--- config.mk ---
export PLATFORM = sky130hd
export DESIGN_NAME = pinmap_guard
export DESIGN_NICKNAME = d
export VERILOG_FILES = /design/src/rtl/pinmap_guard_pkg.sv /design/src/rtl/pinmap_key_fsm.sv /design/src/rtl/pinmap_reg_bank.sv /design/src/rtl/pinmap_shadow_cmp.sv /design/src/rtl/pinmap_guard.sv
export SDC_FILE = /design/constraint.sdc
export NUM_CORES = 1
export LEC_CHECK = 0
export ABC_CLOCK_PERIOD_IN_PS = 8540
export CORE_UTILIZATION = 35
export DETAILED_ROUTE_END_ITERATION = 16
export GPL_TIMING_DRIVEN = 1
export HOLD_SLACK_MARGIN = 0.02
export MAX_ROUTING_LAYER = met4
export PLACE_DENSITY_LB_ADDON = 0.12
export SLEW_MARGIN = 30
export SYNTH_ARGS = -nofsm -noshare
export SYNTH_HDL_FRONTEND = slang
export SYNTH_SLANG_ARGS = --single-unit
--- constraint.sdc ---
create_clock -name clk_i -period 8.54 [get_ports clk_i]
set_clock_uncertainty 0.05 [all_clocks]
set_input_delay 1.708 -clock clk_i [delete_from_list [all_inputs] [get_ports clk_i]]
set_output_delay 1.708 -clock clk_i [all_outputs]
set_load 0.01 [all_outputs]
--- src/rtl/pinmap_guard_pkg.sv ---
package pinmap_guard_pkg;

  localparam logic [7:0] KEY_FIRST  = 8'h46;
  localparam logic [7:0] KEY_SECOND = 8'h57;
  localparam int         LOCK_POS   = 6;

  typedef enum logic [1:0] {
    KEY_IDLE  = 2'd0,
    KEY_HALF  = 2'd1,
    KEY_ARMED = 2'd2
  } key_state_e;

endpackage

--- src/rtl/pinmap_key_fsm.sv ---
module pinmap_key_fsm
  import pinmap_guard_pkg::*;
#(
  parameter int DATA_W = 8
) (
  input  logic              clk_i,
  input  logic              rst_ni,
  input  logic              ctl_wr_i,
  input  logic [DATA_W-1:0] wdata_i,
  input  logic              oneway_i,
  output logic              lock_o
);

  key_state_e state_q, state_d;
  logic       lock_q, lock_d;
  logic       is_first, is_second, clear_blocked;

  assign is_first      = (wdata_i == DATA_W'(KEY_FIRST));
  assign is_second     = (wdata_i == DATA_W'(KEY_SECOND));
  assign clear_blocked = oneway_i && lock_q && !wdata_i[LOCK_POS];

  always_comb begin
    state_d = state_q;
    lock_d  = lock_q;
    unique case (state_q)
      KEY_IDLE:  state_d = is_first ? KEY_HALF : KEY_IDLE;
      KEY_HALF: begin
        if (is_second)     state_d = KEY_ARMED;
        else if (is_first) state_d = KEY_HALF;
        else               state_d = KEY_IDLE;
      end
      KEY_ARMED: begin
        state_d = KEY_IDLE;
        if (!clear_blocked) lock_d = wdata_i[LOCK_POS];
      end
      default:   state_d = KEY_IDLE;
    endcase
  end

  always_ff @(posedge clk_i or negedge rst_ni) begin
    if (!rst_ni) begin
      state_q <= KEY_IDLE;
      lock_q  <= 1'b0;
    end else if (ctl_wr_i) begin
      state_q <= state_d;
      lock_q  <= lock_d;
    end
  end

  assign lock_o = lock_q;

endmodule

--- src/rtl/pinmap_reg_bank.sv ---
module pinmap_reg_bank #(
  parameter int N_REG  = 8,
  parameter int DATA_W = 8,
  parameter int SEL_W  = 3,
  parameter int BIT_W  = 3
) (
  input  logic                         clk_i,
  input  logic                         rst_ni,
  input  logic                         wr_en_i,
  input  logic [SEL_W-1:0]             wr_idx_i,
  input  logic [DATA_W-1:0]            wdata_i,
  input  logic                         allow_i,
  input  logic                         fault_en_i,
  input  logic [SEL_W-1:0]             fault_idx_i,
  input  logic [BIT_W-1:0]             fault_bit_i,
  output logic [N_REG-1:0][DATA_W-1:0] live_o,
  output logic [N_REG-1:0][DATA_W-1:0] shadow_o
);

  logic [DATA_W-1:0] fault_mask;
  assign fault_mask = DATA_W'(1) << fault_bit_i;

  for (genvar g = 0; g < N_REG; g++) begin : g_reg
    logic              legal_wr, fault_hit;
    logic [DATA_W-1:0] live_q, live_d, shad_q, shad_d;

    assign legal_wr  = wr_en_i && allow_i && (wr_idx_i == SEL_W'(g));
    assign fault_hit = fault_en_i && (fault_idx_i == SEL_W'(g));

    always_comb begin
      live_d = legal_wr ? wdata_i : live_q;
      if (fault_hit) live_d = live_d ^ fault_mask;
      shad_d = legal_wr ? wdata_i : shad_q;
    end

    always_ff @(posedge clk_i or negedge rst_ni) begin
      if (!rst_ni) begin
        live_q <= '0;
      end else if (legal_wr || fault_hit) begin
        live_q <= live_d;
      end
    end

    always_ff @(posedge clk_i or negedge rst_ni) begin
      if (!rst_ni) begin
        shad_q <= '0;
      end else if (legal_wr) begin
        shad_q <= shad_d;
      end
    end

    assign live_o[g]   = live_q;
    assign shadow_o[g] = shad_q;
  end

endmodule

--- src/rtl/pinmap_shadow_cmp.sv ---
module pinmap_shadow_cmp #(
  parameter int N_REG  = 8,
  parameter int DATA_W = 8
) (
  input  logic                         clk_i,
  input  logic                         rst_ni,
  input  logic [N_REG-1:0][DATA_W-1:0] live_i,
  input  logic [N_REG-1:0][DATA_W-1:0] shadow_i,
  output logic                         req_o
);

  logic [N_REG-1:0] diff;
  logic             req_d, req_q;

  for (genvar g = 0; g < N_REG; g++) begin : g_cmp
    assign diff[g] = (live_i[g] != shadow_i[g]);
  end

  always_comb req_d = |diff;

  always_ff @(posedge clk_i or negedge rst_ni) begin
    if (!rst_ni) req_q <= 1'b0;
    else         req_q <= req_d;
  end

  assign req_o = req_q;

endmodule

--- src/rtl/pinmap_guard.sv ---
module pinmap_guard
  import pinmap_guard_pkg::*;
#(
  parameter  int N_IN   = 4,
  parameter  int N_OUT  = 4,
  parameter  int DATA_W = 8,
  localparam int N_REG  = N_IN + N_OUT,
  localparam int ADDR_W = $clog2(N_REG + 1),
  localparam int SEL_W  = (N_REG > 1) ? $clog2(N_REG) : 1,
  localparam int BIT_W  = $clog2(DATA_W)
) (
  input  logic              clk_i,
  input  logic              rst_ni,
  input  logic              wr_en_i,
  input  logic [ADDR_W-1:0] addr_i,
  input  logic [DATA_W-1:0] wdata_i,
  output logic [DATA_W-1:0] rdata_o,
  input  logic              oneway_cfg_i,
  input  logic              fault_en_i,
  input  logic [SEL_W-1:0]  fault_sel_i,
  input  logic [BIT_W-1:0]  fault_bit_i,
  output logic              cfg_mismatch_rst_o
);

  // reset: asynchronous assert, two-flop synchronous release
  logic rst_meta_n, rst_sync_n;
  always_ff @(posedge clk_i or negedge rst_ni) begin
    if (!rst_ni) begin
      rst_meta_n <= 1'b0;
      rst_sync_n <= 1'b0;
    end else begin
      rst_meta_n <= 1'b1;
      rst_sync_n <= rst_meta_n;
    end
  end

  // address decode
  logic              ctl_hit, bank_hit, ctl_wr;
  logic [ADDR_W-1:0] addr_m1;
  logic [SEL_W-1:0]  bank_idx;
  logic              lock;

  assign ctl_hit  = (addr_i == '0);
  assign bank_hit = (addr_i != '0) && (addr_i <= ADDR_W'(N_REG));
  assign addr_m1  = addr_i - ADDR_W'(1);
  assign bank_idx = addr_m1[SEL_W-1:0];
  assign ctl_wr   = wr_en_i && ctl_hit;

  pinmap_key_fsm #(.DATA_W(DATA_W)) u_key (
    .clk_i    (clk_i),
    .rst_ni   (rst_sync_n),
    .ctl_wr_i (ctl_wr),
    .wdata_i  (wdata_i),
    .oneway_i (oneway_cfg_i),
    .lock_o   (lock)
  );

  logic [N_REG-1:0][DATA_W-1:0] live_w, shadow_w;

  pinmap_reg_bank #(
    .N_REG (N_REG),
    .DATA_W(DATA_W),
    .SEL_W (SEL_W),
    .BIT_W (BIT_W)
  ) u_bank (
    .clk_i      (clk_i),
    .rst_ni     (rst_sync_n),
    .wr_en_i    (wr_en_i && bank_hit),
    .wr_idx_i   (bank_idx),
    .wdata_i    (wdata_i),
    .allow_i    (!lock),
    .fault_en_i (fault_en_i),
    .fault_idx_i(fault_sel_i),
    .fault_bit_i(fault_bit_i),
    .live_o     (live_w),
    .shadow_o   (shadow_w)
  );

  pinmap_shadow_cmp #(.N_REG(N_REG), .DATA_W(DATA_W)) u_cmp (
    .clk_i   (clk_i),
    .rst_ni  (rst_sync_n),
    .live_i  (live_w),
    .shadow_i(shadow_w),
    .req_o   (cfg_mismatch_rst_o)
  );

  // read-back
  always_comb begin
    rdata_o = '0;
    if (ctl_hit)       rdata_o[LOCK_POS] = lock;
    else if (bank_hit) rdata_o = live_w[bank_idx];
  end

endmodule

-- Word-level counts from Yosys, hierarchy flattened
Cells that the tools add are included.
- add/subtract/negate cells: 1
- multipliers: 0
- div/mod/pow operators: 0
- order comparisons: 2
- equal/unequal tests: 26
- shift-type cells: 1
- multiplexer cells: 25
- bitwise operators: 9
- reduce and logical (&&, ||, !) cells: 39
- operators with widths (cell ; number):
    8-bit two-way mux ; 18
    8-bit inequality test ; 8
    8-bit bitwise XOR ; 8
    8-bit binary-select mux with 3-bit select ; 1
    3-bit == test (second input constant) ; 8
    1-bit logical AND ; 22
    8-bit by 7-bit == test with 1-bit output (second input constant) ; 2
    3-bit by 2-bit == test with 1-bit output (second input constant) ; 4
    1-bit logical OR ; 8
    8-bit OR reduction ; 1
    1-bit by 3-bit left shift with 8-bit output (first input constant) ; 1
    3-bit by 1-bit == test with 1-bit output (second input constant) ; 2
    3-bit logical NOT ; 2
    6-bit two-way mux ; 1
    4-bit less-or-equal comparator (second input constant) ; 1
    4-bit logical NOT ; 1
    3-bit by 4-bit < comparator with 1-bit output (second input constant) ; 1
    2-bit case mux with 2 select lines ; 1
    4-bit nonzero test ; 1
    1-bit two-way mux ; 3
    3-bit AND reduction ; 1
    3-bit by 1-bit subtractor with 3-bit output (second input constant) ; 1
    2-bit by 1-bit == test with 1-bit output (second input constant) ; 1
    2-bit == test (second input constant) ; 1
    other kinds (4) ; 5
- register bits after elaboration: 134
- latch bits: 0
- bits in writable memories: 0
- bits in read-only memories: 0
- input port bits: 23
- output and inout bits: 9
- logic and storage cells: 124
- memories kept: 0

-- Depth between registers and ports, before layout
Gate-level depths: netlist of the first run.
- depth in word-level cells: 8
- depth in mapped cells: 10
- depth with buffers taken out: 6

-- By module
A second synthesis of the first run with hierarchy kept.
- cell total of the unflattened synthesis: 621
- area, all modules: 7444.6 µm²
- modules (own cells, without submodules) (module ; instances ; cells an instance ; area an instance (µm²) ; sequential area each (µm²)):
    pinmap_reg_bank ; 1 ; 455 ; 5830.6 ; 3203.1
    pinmap_guard ; 1 ; 66 ; 732.0 ; 50.0
    pinmap_shadow_cmp ; 1 ; 86 ; 716.9 ; 25.0
    pinmap_key_fsm ; 1 ; 14 ; 165.2 ; 75.1

-- Least setup slack after synthesis of the first run
OpenSTA, ideal clock, no wires.
- kind: input to output
- from: in addr_i[0]
- to: out rdata_o[4]
- arrival: 3.850 ns
- data required time: 6.782 ns
- path slack: 2.932 ns
- stages: 10
- path buffers: 4
- path through: buf_4 > buf_2 > inv_1 > ha_1 > buf_2 > buf_2 > mux4_2 > a22o_1 > nand2_1 > o21ai_0
- cells in the longest elaborated chain, start to end: 5
- elaborated cells between the ends (all ways): 9
- classes of those cells: add/sub: 1; order compare: 1; mux: 4; reduce/logical: 3
- ends and longest elaborated chain (element ; line ; source):
    start: declaration ; pinmap_guard.sv:15 ; input logic [ADDR_W-1:0] addr_i,
    3-bit by 1-bit subtractor with 3-bit output ; pinmap_guard.sv:45 ; assign addr_m1 = addr_i - ADDR_W'(1);
    8-bit binary-select mux with 3-bit select ; pinmap_guard.sv:91 ; else if (bank_hit) rdata_o = live_w[bank_idx];
    8-bit two-way mux (not written as such) ; pinmap_guard.sv:91 ;
    8-bit two-way mux ; pinmap_guard.sv:91 ;
    6-bit two-way mux * ; pinmap_guard.sv:90 ; if (ctl_hit) rdata_o[LOCK_POS] = lock;
    end: declaration ; pinmap_guard.sv:17 ; output logic [DATA_W-1:0] rdata_o,
Every way passes the cells marked *; elsewhere a longest branch is shown, timed or not. The select of a mux whose other input is x is not followed.

-- Worst setup path in the final report of the first run
- from: in addr_i[0]
- to: out rdata_o[5]
The elaborated chain is that of the path after synthesis.

==> impl_metrics.xml, run 1 <==
<?xml version="1.0" encoding="UTF-8"?>
<metrics>
  <group name="clocking">
    <metric name="cts_resized" unit="">0</metric>
    <metric name="worstSkewPairLatency" unit="ns">0.42</metric>
    <metric name="clock_sinks" unit="">134</metric>
    <metric name="post_cts_buffers" unit="">0</metric>
    <metric name="cts.htree.levels" unit="">4</metric>
    <metric name="ctsLongestPathBuffers" unit="">2</metric>
    <metric name="cts_tree" unit="">done</metric>
    <metric name="clkSlewWorstSetupHoldPaths" unit="ns">0.06</metric>
    <metric name="cts.root.buffer_cell" unit="">sky130_fd_sc_hd__clkbuf_16</metric>
    <metric name="cts_buffers" unit="">17</metric>
    <metric name="ctsHoldBuffers" unit="">0</metric>
  </group>
  <group name="logic_synthesis">
    <metric name="number_of_standard_cells_after_synthesis" unit="">635</metric>
    <metric name="ys_dominant_reg_cell" unit="">sky130_fd_sc_hd__dfrtp_1</metric>
    <metric name="synth_async_sr_flop_share" unit="">1.00</metric>
    <metric name="syn-num-nets" unit="">663</metric>
    <metric name="share_of_the_synthesized_netlist_area_taken_by_xor_and_xnor_gates" unit="">0.152</metric>
    <metric name="post_synth_fa_ha_maj_area_fraction" unit="">0.00835</metric>
    <metric name="synth-compound-area-share" unit="">0.0332</metric>
    <metric name="combinational_family_with_the_most_area_after_synthesis" unit="">multiplexers</metric>
    <metric name="synth_enable_flop_cells" unit="">0</metric>
    <metric name="synth_sequential_area_ratio" unit="">0.448</metric>
    <metric name="synth.area.mux_share" unit="">0.231</metric>
    <metric name="ys_ff_latch" unit="">134</metric>
    <metric name="synthesis.yosys.warnings" unit="">0</metric>
    <metric name="netlist-cell-type-count" unit="">33</metric>
    <metric name="synthesis.area" unit="um2">7490</metric>
    <metric name="synth_simple_gate_area_share" unit="">0.0967</metric>
    <metric name="synth.avg_cell_area" unit="um2">11.8</metric>
  </group>
  <group name="drt">
    <metric name="antenna_left" unit="">0</metric>
    <metric name="detailedRoute.firstIterationViolations" unit="">237</metric>
    <metric name="met1_length" unit="mm">10.3</metric>
    <metric name="detail_route.wirelength" unit="mm">21.0</metric>
    <metric name="met3WireLength" unit="um">888</metric>
    <metric name="routed_met2_length" unit="mm">9.48</metric>
    <metric name="routedWlPerCell" unit="um">22.5</metric>
    <metric name="route.detailed.vias_per_inst" unit="">5.22</metric>
    <metric name="drc" unit="">0</metric>
    <metric name="routed.top_layer" unit="">met4</metric>
    <metric name="via_count" unit="">4890</metric>
    <metric name="drtPass1Iterations" unit="">5</metric>
  </group>
  <group name="timing">
    <metric name="hold_ws" unit="ns">0.180</metric>
    <metric name="timing.final.max_slew_violations" unit="">0</metric>
    <metric name="fmax" unit="MHz">150</metric>
    <metric name="setup_violations" unit="">0</metric>
    <metric name="setup_total_negative_slack" unit="ns">0</metric>
    <metric name="final_period_minus_worst_setup_slack" unit="ns">6.68</metric>
    <metric name="min_period_over_period" unit="">0.782</metric>
    <metric name="timing.final.hold_violations" unit="">0</metric>
    <metric name="relSlewSlack" unit="">0.365</metric>
    <metric name="worst_slew_pin_slew" unit="ns">0.948</metric>
    <metric name="rsz0062_at_grt" unit="">no</metric>
  </group>
  <group name="worst_setup_path">
    <metric name="timing.critical_path.arrival" unit="ns">4.92</metric>
    <metric name="worstReg2RegStart" unit="">u_key.lock_o$_DFFE_PN0P_</metric>
    <metric name="ff2ff_setup_slack" unit="ns">6.35</metric>
    <metric name="worst_r2r_endpoint" unit="">u_bank.g_reg[1].live_q[4]$_DFFE_PN0P_</metric>
    <metric name="critical_path_peak_fanout" unit="">19</metric>
    <metric name="timing.critical_path.from_type" unit="">primary input</metric>
    <metric name="worst_setup_path_end_kind" unit="">output port</metric>
    <metric name="worstPathRequired" unit="ns">6.78</metric>
    <metric name="worst-r2r-cell-count" unit="">4</metric>
    <metric name="critPathKind" unit="">in -&gt; out</metric>
  </group>
  <group name="global_route">
    <metric name="antenna_found_initial" unit="">0</metric>
    <metric name="final_global_route_overflow_total" unit="">0</metric>
    <metric name="globalRouteTotalUtil" unit="">0.210</metric>
    <metric name="grt_first_pass_wirelength" unit="mm">32.3</metric>
    <metric name="grt_max_degree" unit="">71</metric>
    <metric name="grt_pass1_vias" unit="">5148</metric>
  </group>
  <group name="run_status">
    <metric name="run_status" unit="">finished clean</metric>
  </group>
  <group name="final_layout">
    <metric name="finish.utilization" unit="">0.409</metric>
    <metric name="layout.cell_area.non_filler" unit="um2">8600</metric>
    <metric name="layout.cells.most_common_list" unit="">sky130_fd_sc_hd__dfrtp_1, sky130_fd_sc_hd__xnor2_1, sky130_fd_sc_hd__mux2i_1, sky130_fd_sc_hd__nor2_1, sky130_fd_sc_hd__mux2_2</metric>
    <metric name="layout-drive-gt1-share" unit="">0.189</metric>
    <metric name="n_fill_cell" unit="">1972</metric>
    <metric name="fin_nets" unit="">676</metric>
    <metric name="antenna_cells" unit="">0</metric>
    <metric name="multi_input_comb_area" unit="um2">3920</metric>
    <metric name="layout.cells.most_common" unit="">sky130_fd_sc_hd__dfrtp_1</metric>
    <metric name="sequential_cell_area" unit="um2">3360</metric>
    <metric name="areaGrowthSynthToFinish" unit="%">14.9</metric>
  </group>
  <group name="min_path">
    <metric name="timing.hold.worst.class" unit="">reg -&gt; async</metric>
  </group>
  <group name="pwr">
    <metric name="power.static_leakage" unit="nW">3.63</metric>
    <metric name="power.density" unit="nW/um2">296</metric>
    <metric name="design_power_total" unit="W">0.00255</metric>
    <metric name="ir_worst_vdd" unit="mV">0.125</metric>
  </group>
  <group name="floorplan">
    <metric name="io-pin-count" unit="">32</metric>
    <metric name="rows" unit="">53</metric>
    <metric name="initial_utilization" unit="">0.356</metric>
    <metric name="die_boundary_height" unit="um">148</metric>
    <metric name="dieArea" unit="um2">22000</metric>
    <metric name="die_width" unit="um">148</metric>
    <metric name="core_ar" unit="um2">21000</metric>
  </group>
  <group name="flow_run">
    <metric name="max_cap_viol_count" unit="">0</metric>
  </group>
  <group name="placed_design">
    <metric name="gp_congestion" unit="">0.799</metric>
    <metric name="dp.final_hpwl" unit="mm">13.9</metric>
    <metric name="port-buffer-count" unit="">31</metric>
    <metric name="post_placement_cell_area" unit="um2">7940</metric>
  </group>
</metrics>
[worst max-delay path, stage by stage]
cell	delay [ns]
sky130_fd_sc_hd__clkdlybuf4s50_1	0.46
sky130_fd_sc_hd__buf_4	0.34
sky130_fd_sc_hd__inv_1	0.15
sky130_fd_sc_hd__ha_2	0.71
sky130_fd_sc_hd__mux4_2	0.60
sky130_fd_sc_hd__a22o_1	0.24
sky130_fd_sc_hd__nand2_1	0.06
sky130_fd_sc_hd__o21ai_0	0.12
sky130_fd_sc_hd__clkdlybuf4s50_1	0.53
[through the flow]
| stage | std cells | setup slack [ns] |
|---|---|---|
| 2_1_floorplan | 635 | 2.93 |
| 3_3_place_gp | 903 | 1.62 |
| 3_5_place_dp | 903 | 1.56 |
| 4_1_cts | 935 | 1.55 |
| 5_1_grt | 936 | 1.67 |
| 6_report | 936 | 1.86 |
[cell type report]
class / instances / share of cell area
Multi-Input combinational cell: 458 / 0.455
Clock buffer: 17 / 0.0494
Clock inverter: 15 / 0.0237
Sequential cell: 134 / 0.390
Timing Repair Buffer: 34 / 0.0400
Tap cell: 275 / 0.0400
Inverter: 3 / 0.00131
[registers in the layout, indices dropped and copies added, names as in the netlist]
register         flops
u_key.lock_o         1
rst_meta_n           1
u_bank.g.live_q     64
u_bank.g.shad_q     64
u_cmp.req_o          1
rst_sync_n           1
u_key.state_q        2
[worst max path at each step]
stage,startpoint,to,slack [ns],cells past startpoint
6_report,addr_i[0],rdata_o[5],1.86,9
5_1_grt,addr_i[0],rdata_o[2],1.67,9
4_1_cts,addr_i[0],rdata_o[5],1.55,9
2_1_floorplan,addr_i[0],rdata_o[4],2.93,10
3_3_place_gp,addr_i[0],rdata_o[2],1.62,9
3_5_place_dp,addr_i[0],rdata_o[5],1.56,9
[per-layer routing]
metal | vias to the layer above | track usage
met2 | 115 | 0.304
met5 | - | -
met3 | 23 | 0.0356
met1 | 2531 | 0.296
met4 | 0 | 0.0696
li1 | 2221 | -
[cells in the mapped netlist, types with 5 or more instances]
cell type                    n  area share
sky130_fd_sc_hd__a22o_1      7      0.0082
sky130_fd_sc_hd__nor2_1     67       0.034
sky130_fd_sc_hd__clkbuf_1   22       0.011
sky130_fd_sc_hd__dfrtp_1   134        0.45
sky130_fd_sc_hd__nor2b_1    10      0.0084
sky130_fd_sc_hd__mux4_2     16       0.048
sky130_fd_sc_hd__buf_2       7      0.0047
sky130_fd_sc_hd__buf_6       5      0.0075
sky130_fd_sc_hd__buf_4       5      0.0050
sky130_fd_sc_hd__mux2i_1    73       0.098
sky130_fd_sc_hd__o21ai_0    19       0.013
sky130_fd_sc_hd__nand3_1     6      0.0040
sky130_fd_sc_hd__ha_1        5      0.0084
sky130_fd_sc_hd__nand3b_1    5      0.0050
sky130_fd_sc_hd__mux2_2     57       0.086
sky130_fd_sc_hd__nand2_1    23       0.012
sky130_fd_sc_hd__nand4_1    19       0.016
sky130_fd_sc_hd__xnor2_1   128        0.15
[where the power goes]
group,total [W],switching (W),leakage (nW),internal (W)
clock network,0.000786,0.000295,0.296,0.000490
logic,0.000723,0.000311,1.70,0.000412
registers,0.00104,0.000198,1.63,0.000839
total,0.00255,0.000804,3.63,0.00174
[logic make-up (layout without fill, tap and decap cells)]
family | after synthesis | in the layout
adders and majority gates | 5 | 5
AOI/OAI and AO/OA | 31 | 31
and+or+nand+nor | 146 | 146
other | 1 | 1
xor gates and xnor gates | 129 | 129
buffers and inverters | 43 | 69
muxes | 146 | 146
DFF | 134 | 134
No activity file was read; power rests on OpenSTA's default activity.
==> inputs of run 2 (changes only) <==
--- a/config.mk
+++ b/config.mk
@@ -5,7 +5,7 @@
 export SDC_FILE = /design/constraint.sdc
 export NUM_CORES = 1
 export LEC_CHECK = 0
-export ABC_CLOCK_PERIOD_IN_PS = 8540
+export ABC_CLOCK_PERIOD_IN_PS = 5700
 export CORE_UTILIZATION = 35
 export DETAILED_ROUTE_END_ITERATION = 16
 export GPL_TIMING_DRIVEN = 1
==> constraint.sdc (replaced) <==
create_clock -name clk_i -period 5.7 [get_ports clk_i]
set_clock_uncertainty 0.05 [all_clocks]
set_input_delay 1.14 -clock clk_i [delete_from_list [all_inputs] [get_ports clk_i]]
set_output_delay 1.14 -clock clk_i [all_outputs]
set_load 0.01 [all_outputs]
==> run 2 against run 1 <==
- first-iteration DRC count is 50% higher
- total power is 48% higher
- sequential cell count stayed put
- cell count is 0.53% higher
- count of clock-buffer cells in the layout is 1 higher
- clock power is 41% higher
- critical path depth stayed put
- register-to-register slack worse by 2.8 ns
- worst hold slack better by 0.090 ns
- wire length is 1.4% higher
- via count is 0.70% lower
- non-clock buffer count is 5 higher
- critical path type unchanged
- critical endpoint is now rdata_o[3]
- largest cell class unchanged
==> impl_metrics.xml, run 2 (synthesized netlist as in run 1, its figures left out) <==
<?xml version="1.0" encoding="UTF-8"?>
<metrics>
  <group name="clocking">
    <metric name="clock_sinks" unit="">134</metric>
    <metric name="clkSlewWorstSetupHoldPaths" unit="ns">0.06</metric>
    <metric name="cts_tree" unit="">done</metric>
    <metric name="cts_resized" unit="">0</metric>
    <metric name="cts.htree.levels" unit="">4</metric>
    <metric name="cts_buffers" unit="">17</metric>
    <metric name="ctsLongestPathBuffers" unit="">2</metric>
    <metric name="ctsHoldBuffers" unit="">0</metric>
    <metric name="post_cts_buffers" unit="">0</metric>
    <metric name="cts.root.buffer_cell" unit="">sky130_fd_sc_hd__clkbuf_16</metric>
    <metric name="worstSkewPairLatency" unit="ns">0.42</metric>
  </group>
  <group name="timing">
    <metric name="rsz0062_at_grt" unit="">no</metric>
    <metric name="fmax" unit="MHz">199</metric>
    <metric name="timing.final.max_slew_violations" unit="">0</metric>
    <metric name="worst_slew_pin_slew" unit="ns">0.942</metric>
    <metric name="setup_violations" unit="">0</metric>
    <metric name="timing.final.hold_violations" unit="">0</metric>
    <metric name="final_period_minus_worst_setup_slack" unit="ns">5.04</metric>
    <metric name="setup_total_negative_slack" unit="ns">0</metric>
    <metric name="min_period_over_period" unit="">0.883</metric>
    <metric name="timing.final.ws_setup" unit="ns">0.664</metric>
    <metric name="hold_ws" unit="ns">0.270</metric>
    <metric name="relSlewSlack" unit="">0.369</metric>
  </group>
  <group name="global_route">
    <metric name="grt_max_degree" unit="">61</metric>
    <metric name="grt_pass1_vias" unit="">5146</metric>
    <metric name="globalRouteTotalUtil" unit="">0.216</metric>
    <metric name="final_global_route_overflow_total" unit="">0</metric>
    <metric name="antenna_found_initial" unit="">0</metric>
    <metric name="grt_first_pass_wirelength" unit="mm">32.9</metric>
  </group>
  <group name="worst_setup_path">
    <metric name="timing.critical_path.from_type" unit="">primary input</metric>
    <metric name="crit_slowest_cell" unit="">sky130_fd_sc_hd__mux4_2</metric>
    <metric name="critical_path_cell_sequence" unit="">clkdlybuf4s50_1, inv_1, ha_1, buf_4, mux4_2, a22o_1, nand2_1, o21ai_0, clkdlybuf4s50_1</metric>
    <metric name="timing.critical_path.slowest_cell_delay" unit="ns">0.56</metric>
    <metric name="timing.critical_path.arrival" unit="ns">3.85</metric>
    <metric name="ff2ff_setup_slack" unit="ns">3.54</metric>
    <metric name="critical_path_depth" unit="">9</metric>
    <metric name="worstReg2RegStart" unit="">u_key.lock_o$_DFFE_PN0P_</metric>
    <metric name="timing.critical_path.to" unit="">rdata_o[3]</metric>
    <metric name="critPathKind" unit="">in -&gt; out</metric>
    <metric name="cp_top_family" unit="">buffers and inverters</metric>
    <metric name="critical_path.n_buffers_inverters" unit="">4</metric>
    <metric name="worst_r2r_endpoint" unit="">u_bank.g_reg[1].live_q[1]$_DFFE_PN0P_</metric>
    <metric name="timing.critical_path.from" unit="">addr_i[1]</metric>
    <metric name="timing.critical_path.mode_cell" unit="">sky130_fd_sc_hd__clkdlybuf4s50_1</metric>
    <metric name="worstPathRequired" unit="ns">4.51</metric>
    <metric name="worst-r2r-cell-count" unit="">4</metric>
    <metric name="critical_path_peak_fanout" unit="">16</metric>
    <metric name="worst_setup_path_end_kind" unit="">output port</metric>
  </group>
  <group name="placed_design">
    <metric name="post_placement_cell_area" unit="um2">8010</metric>
    <metric name="dp.final_hpwl" unit="mm">14.3</metric>
    <metric name="gp_congestion" unit="">0.808</metric>
    <metric name="port-buffer-count" unit="">31</metric>
    <metric name="preCtsSetupSlack" unit="ns">0.667</metric>
  </group>
  <group name="run_status">
    <metric name="run_status" unit="">finished clean</metric>
  </group>
  <group name="final_layout">
    <metric name="layout-drive-gt1-share" unit="">0.189</metric>
    <metric name="layout.cells.most_common" unit="">sky130_fd_sc_hd__dfrtp_1</metric>
    <metric name="layout.cells.most_common_list" unit="">sky130_fd_sc_hd__dfrtp_1, sky130_fd_sc_hd__xnor2_1, sky130_fd_sc_hd__mux2i_1, sky130_fd_sc_hd__nor2_1, sky130_fd_sc_hd__mux2_2</metric>
    <metric name="antenna_cells" unit="">0</metric>
    <metric name="areaGrowthSynthToFinish" unit="%">14.9</metric>
    <metric name="finish.utilization" unit="">0.409</metric>
    <metric name="reg_top3" unit="">u_bank.g.live_q x64, u_bank.g.shad_q x64, u_key.state_q x2</metric>
    <metric name="fin_nets" unit="">681</metric>
    <metric name="layout.cell_area.non_filler" unit="um2">8600</metric>
  </group>
  <group name="drt">
    <metric name="drc" unit="">0</metric>
    <metric name="antenna_left" unit="">0</metric>
    <metric name="drtPass1Iterations" unit="">4</metric>
    <metric name="detail_route.wirelength" unit="mm">21.3</metric>
    <metric name="routedWlPerCell" unit="um">22.6</metric>
    <metric name="via_count" unit="">4856</metric>
    <metric name="detailedRoute.firstIterationViolations" unit="">355</metric>
    <metric name="route.detailed.vias_per_inst" unit="">5.16</metric>
  </group>
  <group name="floorplan">
    <metric name="initial_utilization" unit="">0.356</metric>
    <metric name="die_boundary_height" unit="um">148</metric>
    <metric name="io-pin-count" unit="">32</metric>
    <metric name="die_width" unit="um">148</metric>
    <metric name="core_ar" unit="um2">21000</metric>
    <metric name="dieArea" unit="um2">22000</metric>
    <metric name="rows" unit="">53</metric>
  </group>
  <group name="pwr">
    <metric name="ir_worst_vdd" unit="mV">0.175</metric>
    <metric name="power.static_leakage" unit="nW">3.64</metric>
    <metric name="power.density" unit="nW/um2">437</metric>
  </group>
  <group name="min_path">
    <metric name="timing.hold.worst.class" unit="">reg -&gt; async</metric>
  </group>
  <group name="flow_run">
    <metric name="max_cap_viol_count" unit="">0</metric>
  </group>
</metrics>
## run 2: cell types whose count changed in the layout (fill, tap and decap cells not counted), sizes merged
cell,before,now
clkdlybuf4s50,30,31
clkinv,5,7
inv,5,3
buf,4,8
bufinv,4,3
clkbuf,17,18
## run 2: report_power, final
group          leakage [nW]  switching, W  total (W)  internal [W]
Clock                 0.287      0.000420    0.00111      0.000694
Combinational          1.73      0.000469    0.00109      0.000619
Sequential             1.63      0.000300    0.00156       0.00126
Total                  3.64       0.00119    0.00376       0.00257
## run 2: how the worst min path moves through the flow
stage	from	cells past startpoint	slack (ns)	to
floorplan	rst_meta_n$_DFF_PN0_	0	0.28	rst_sync_n$_DFF_PN0_
global placement	rst_meta_n$_DFF_PN0_	0	0.29	rst_sync_n$_DFF_PN0_
detailed placement	rst_sync_n$_DFF_PN0_	0	0.30	u_bank.g_reg[2].shad_q[3]$_DFFE_PN0P_
CTS	rst_sync_n$_DFF_PN0_	0	0.30	u_bank.g_reg[2].shad_q[3]$_DFFE_PN0P_
global route	rst_sync_n$_DFF_PN0_	0	0.32	u_bank.g_reg[2].shad_q[3]$_DFFE_PN0P_
finish	rst_sync_n$_DFF_PN0_	0	0.27	u_bank.g_reg[2].shad_q[3]$_DFFE_PN0P_
## run 2: final cells by class
cell class	instances	area (um2)
clock inverters	14	159
flip-flops and latches	134	3360
clock buffers	18	439
inverters	3	11.3
well taps	275	344
multi-input cells	458	3910
fillers	1986	12400
repair buffers	39	383
## run 2: stage by stage
stage,total power [W],std cells
2_1_floorplan,0.00233,635
3_3_place_gp,0.00263,908
3_5_place_dp,0.00267,909
4_1_cts,0.00379,941
5_1_grt,0.00396,941
6_report,0.00376,941
## run 2: metal layers
metal / track usage / vias up / part of all wire
li1: - / 2232 / -
met1: 0.296 / 2504 / 0.47
met2: 0.322 / 99 / 0.46
met3: 0.0417 / 21 / 0.045
met4: 0.0686 / 0 / 0.022
met5: - / - / 0
## run 2: worst reg2reg max path, cell delays in order, from the launching register on
cell and delay, ns:
sky130_fd_sc_hd__dfrtp_1 0.45, sky130_fd_sc_hd__nor2b_1 0.33, sky130_fd_sc_hd__nand3_2 0.68, sky130_fd_sc_hd__mux2i_1 0.43, sky130_fd_sc_hd__xnor2_1 0.15
==> inputs of run 3 (changes only) <==
--- a/config.mk
+++ b/config.mk
@@ -6,12 +6,13 @@
 export NUM_CORES = 1
 export LEC_CHECK = 0
 export ABC_CLOCK_PERIOD_IN_PS = 5700
-export CORE_UTILIZATION = 35
+export CORE_UTILIZATION = 55
 export DETAILED_ROUTE_END_ITERATION = 16
 export GPL_TIMING_DRIVEN = 1
 export HOLD_SLACK_MARGIN = 0.02
 export MAX_ROUTING_LAYER = met4
 export PLACE_DENSITY_LB_ADDON = 0.12
+export RECOVER_POWER = 25
 export SLEW_MARGIN = 30
 export SYNTH_ARGS = -nofsm -noshare
 export SYNTH_HDL_FRONTEND = slang
==> run 3 against run 2 <==
- the flow now finishes with violations (capacitance limit, slew limit)
- non-clock buffer count is 1 lower
- clock power hardly changed
- total power is 1.2% lower
- die area is 36% lower
- first-iteration DRC count is 7.0% higher
- setup slack better by 0.012 ns
==> impl_metrics.xml, run 3 (synthesized netlist as in run 1, its figures left out) <==
<?xml version="1.0" encoding="UTF-8"?>
<metrics>
  <group name="worst_setup_path">
    <metric name="timing.critical_path.from_type" unit="">primary input</metric>
    <metric name="crit_slowest_cell" unit="">sky130_fd_sc_hd__mux4_2</metric>
    <metric name="critPathKind" unit="">in -&gt; out</metric>
    <metric name="timing.critical_path.slowest_cell_delay" unit="ns">0.58</metric>
    <metric name="cp_top_family" unit="">buffers and inverters</metric>
    <metric name="critical_path_peak_fanout" unit="">16</metric>
    <metric name="critical_path.n_buffers_inverters" unit="">4</metric>
    <metric name="critical_path_cell_sequence" unit="">clkdlybuf4s50_1, inv_1, ha_1, buf_4, mux4_2, a22o_1, nand2_1, o21ai_0, clkdlybuf4s50_1</metric>
    <metric name="timing.critical_path.arrival" unit="ns">3.83</metric>
    <metric name="timing.critical_path.mode_cell" unit="">sky130_fd_sc_hd__clkdlybuf4s50_1</metric>
    <metric name="worstPathRequired" unit="ns">4.51</metric>
    <metric name="worst_setup_path_end_kind" unit="">output port</metric>
  </group>
  <group name="placed_design">
    <metric name="dp.final_hpwl" unit="mm">12.7</metric>
    <metric name="gp_congestion" unit="">0.869</metric>
    <metric name="post_placement_cell_area" unit="um2">7870</metric>
    <metric name="port-buffer-count" unit="">31</metric>
  </group>
  <group name="clocking">
    <metric name="clkSlewWorstSetupHoldPaths" unit="ns">0.06</metric>
    <metric name="cts_tree" unit="">done</metric>
    <metric name="ctsLongestPathBuffers" unit="">2</metric>
    <metric name="cts.htree.levels" unit="">4</metric>
    <metric name="worstSkewPairLatency" unit="ns">0.42</metric>
    <metric name="post_cts_buffers" unit="">0</metric>
    <metric name="clock_sinks" unit="">134</metric>
    <metric name="cts_resized" unit="">0</metric>
    <metric name="ctsHoldBuffers" unit="">0</metric>
    <metric name="cts_buffers" unit="">17</metric>
    <metric name="cts.root.buffer_cell" unit="">sky130_fd_sc_hd__clkbuf_16</metric>
  </group>
  <group name="floorplan">
    <metric name="core_ar" unit="um2">13200</metric>
    <metric name="rows" unit="">42</metric>
    <metric name="io-pin-count" unit="">32</metric>
    <metric name="initial_utilization" unit="">0.566</metric>
    <metric name="die_width" unit="um">119</metric>
    <metric name="dieArea" unit="um2">14100</metric>
    <metric name="die_boundary_height" unit="um">119</metric>
  </group>
  <group name="final_layout">
    <metric name="layout.cells.most_common" unit="">sky130_fd_sc_hd__dfrtp_1</metric>
    <metric name="reg_top3" unit="">u_bank.g.live_q x64, u_bank.g.shad_q x64, u_key.state_q x2</metric>
    <metric name="areaGrowthSynthToFinish" unit="%">12.7</metric>
    <metric name="layout.cells.most_common_list" unit="">sky130_fd_sc_hd__dfrtp_1, sky130_fd_sc_hd__xnor2_1, sky130_fd_sc_hd__mux2i_1, sky130_fd_sc_hd__nor2_1, sky130_fd_sc_hd__mux2_2</metric>
    <metric name="finish.utilization" unit="">0.638</metric>
    <metric name="layout-drive-gt1-share" unit="">0.182</metric>
    <metric name="antenna_cells" unit="">0</metric>
    <metric name="fin_nets" unit="">680</metric>
    <metric name="layout.cell_area.non_filler" unit="um2">8440</metric>
  </group>
  <group name="pwr">
    <metric name="power.density" unit="nW/um2">440</metric>
    <metric name="power.static_leakage" unit="nW">3.64</metric>
    <metric name="ir_worst_vdd" unit="mV">0.228</metric>
    <metric name="design_power_total" unit="W">0.00371</metric>
  </group>
  <group name="drt">
    <metric name="drc" unit="">0</metric>
    <metric name="detail_route.wirelength" unit="mm">19.2</metric>
    <metric name="route.detailed.vias_per_inst" unit="">5.89</metric>
    <metric name="detailedRoute.firstIterationViolations" unit="">380</metric>
    <metric name="antenna_left" unit="">0</metric>
    <metric name="via_count" unit="">4950</metric>
    <metric name="drtPass1Iterations" unit="">5</metric>
    <metric name="routedWlPerCell" unit="um">22.8</metric>
  </group>
  <group name="timing">
    <metric name="fmax" unit="MHz">199</metric>
    <metric name="setup_total_negative_slack" unit="ns">0</metric>
    <metric name="final_period_minus_worst_setup_slack" unit="ns">5.02</metric>
    <metric name="worst_slew_pin_slew" unit="ns">2.17</metric>
    <metric name="rsz0062_at_grt" unit="">no</metric>
    <metric name="hold_ws" unit="ns">0.307</metric>
    <metric name="setup_violations" unit="">0</metric>
    <metric name="relSlewSlack" unit="">-0.446</metric>
    <metric name="timing.final.hold_violations" unit="">0</metric>
    <metric name="min_period_over_period" unit="">0.881</metric>
    <metric name="timing.final.max_slew_violations" unit="">135</metric>
  </group>
  <group name="global_route">
    <metric name="final_global_route_overflow_total" unit="">0</metric>
    <metric name="antenna_found_initial" unit="">0</metric>
    <metric name="grt_pass1_vias" unit="">5140</metric>
    <metric name="grt_max_degree" unit="">88</metric>
    <metric name="globalRouteTotalUtil" unit="">0.303</metric>
    <metric name="grt_first_pass_wirelength" unit="mm">30.1</metric>
  </group>
  <group name="min_path">
    <metric name="timing.hold.worst.class" unit="">reg -&gt; reg</metric>
  </group>
  <group name="run_status">
    <metric name="failed_checks" unit="">capacitance limit, slew limit</metric>
    <metric name="run_status" unit="">finished with violations</metric>
  </group>
  <group name="flow_run">
    <metric name="max_cap_viol_count" unit="">2</metric>
  </group>
</metrics>
-- run 3: cell count changes in the layout (fill, tap and decap cells not counted), moves of 2 or more --
cell,previous run,this run
sky130_fd_sc_hd__clkbuf_1,0,3
sky130_fd_sc_hd__clkbuf_8,1,4
sky130_fd_sc_hd__clkinv_2,6,4
sky130_fd_sc_hd__clkinvlp_4,4,1
-- run 3: cell type report --
class	count	area, um2
Clock inverter	8	96.3
Sequential cell	134	3350
Clock buffer	24	492
Timing Repair Buffer	38	360
Fill cell	1090	4800
Inverter	3	11.3
Tap cell	176	220
Multi-Input combinational cell	458	3910
-- run 3: layer usage --
| metal | part of all wire | global-route usage | up-vias |
|---|---|---|---|
| met1 | 0.44 | 0.406 | 2541 |
| met5 | 0 | - | - |
| met3 | 0.061 | 0.0714 | 42 |
| met2 | 0.47 | 0.442 | 139 |
| li1 | - | - | 2228 |
| met4 | 0.033 | 0.129 | 0 |
-- run 3: power breakdown --
part           leakage [nW]  switching [W]  internal (W)
sequential             1.63       0.000301       0.00126
clock                 0.290       0.000395      0.000687
combinational          1.72       0.000456      0.000617
-- run 3: final timing paths --
| check | start | end | slack [ns] | depth (start not counted) |
|---|---|---|---|---|
| worst min register to register | rst_meta_n$_DFF_PN0_ | rst_sync_n$_DFF_PN0_ | 0.31 | 0 |
| worst max register to register | rst_sync_n$_DFF_PN0_ | u_bank.g_reg[7].live_q[0]$_DFFE_PN0P_ | 1.90 | 1 |
| worst min-delay path | rst_meta_n$_DFF_PN0_ | rst_sync_n$_DFF_PN0_ | 0.31 | 0 |
| min in group asynchronous | rst_sync_n$_DFF_PN0_ | u_bank.g_reg[2].shad_q[3]$_DFFE_PN0P_ | 0.74 | 0 |
| worst max-delay path | addr_i[1] | rdata_o[2] | 0.68 | 9 |
| max in group asynchronous | rst_sync_n$_DFF_PN0_ | u_bank.g_reg[7].live_q[0]$_DFFE_PN0P_ | 1.90 | 1 |
-- run 3: through the flow --
step | setup slack (ns) | instances
final | 0.676 | 841
after global routing | 0.587 | 841
after CTS | 0.689 | 841
after detailed placement | 0.710 | 809
after global placement | 0.767 | 809
after floorplan | 1.23 | 635
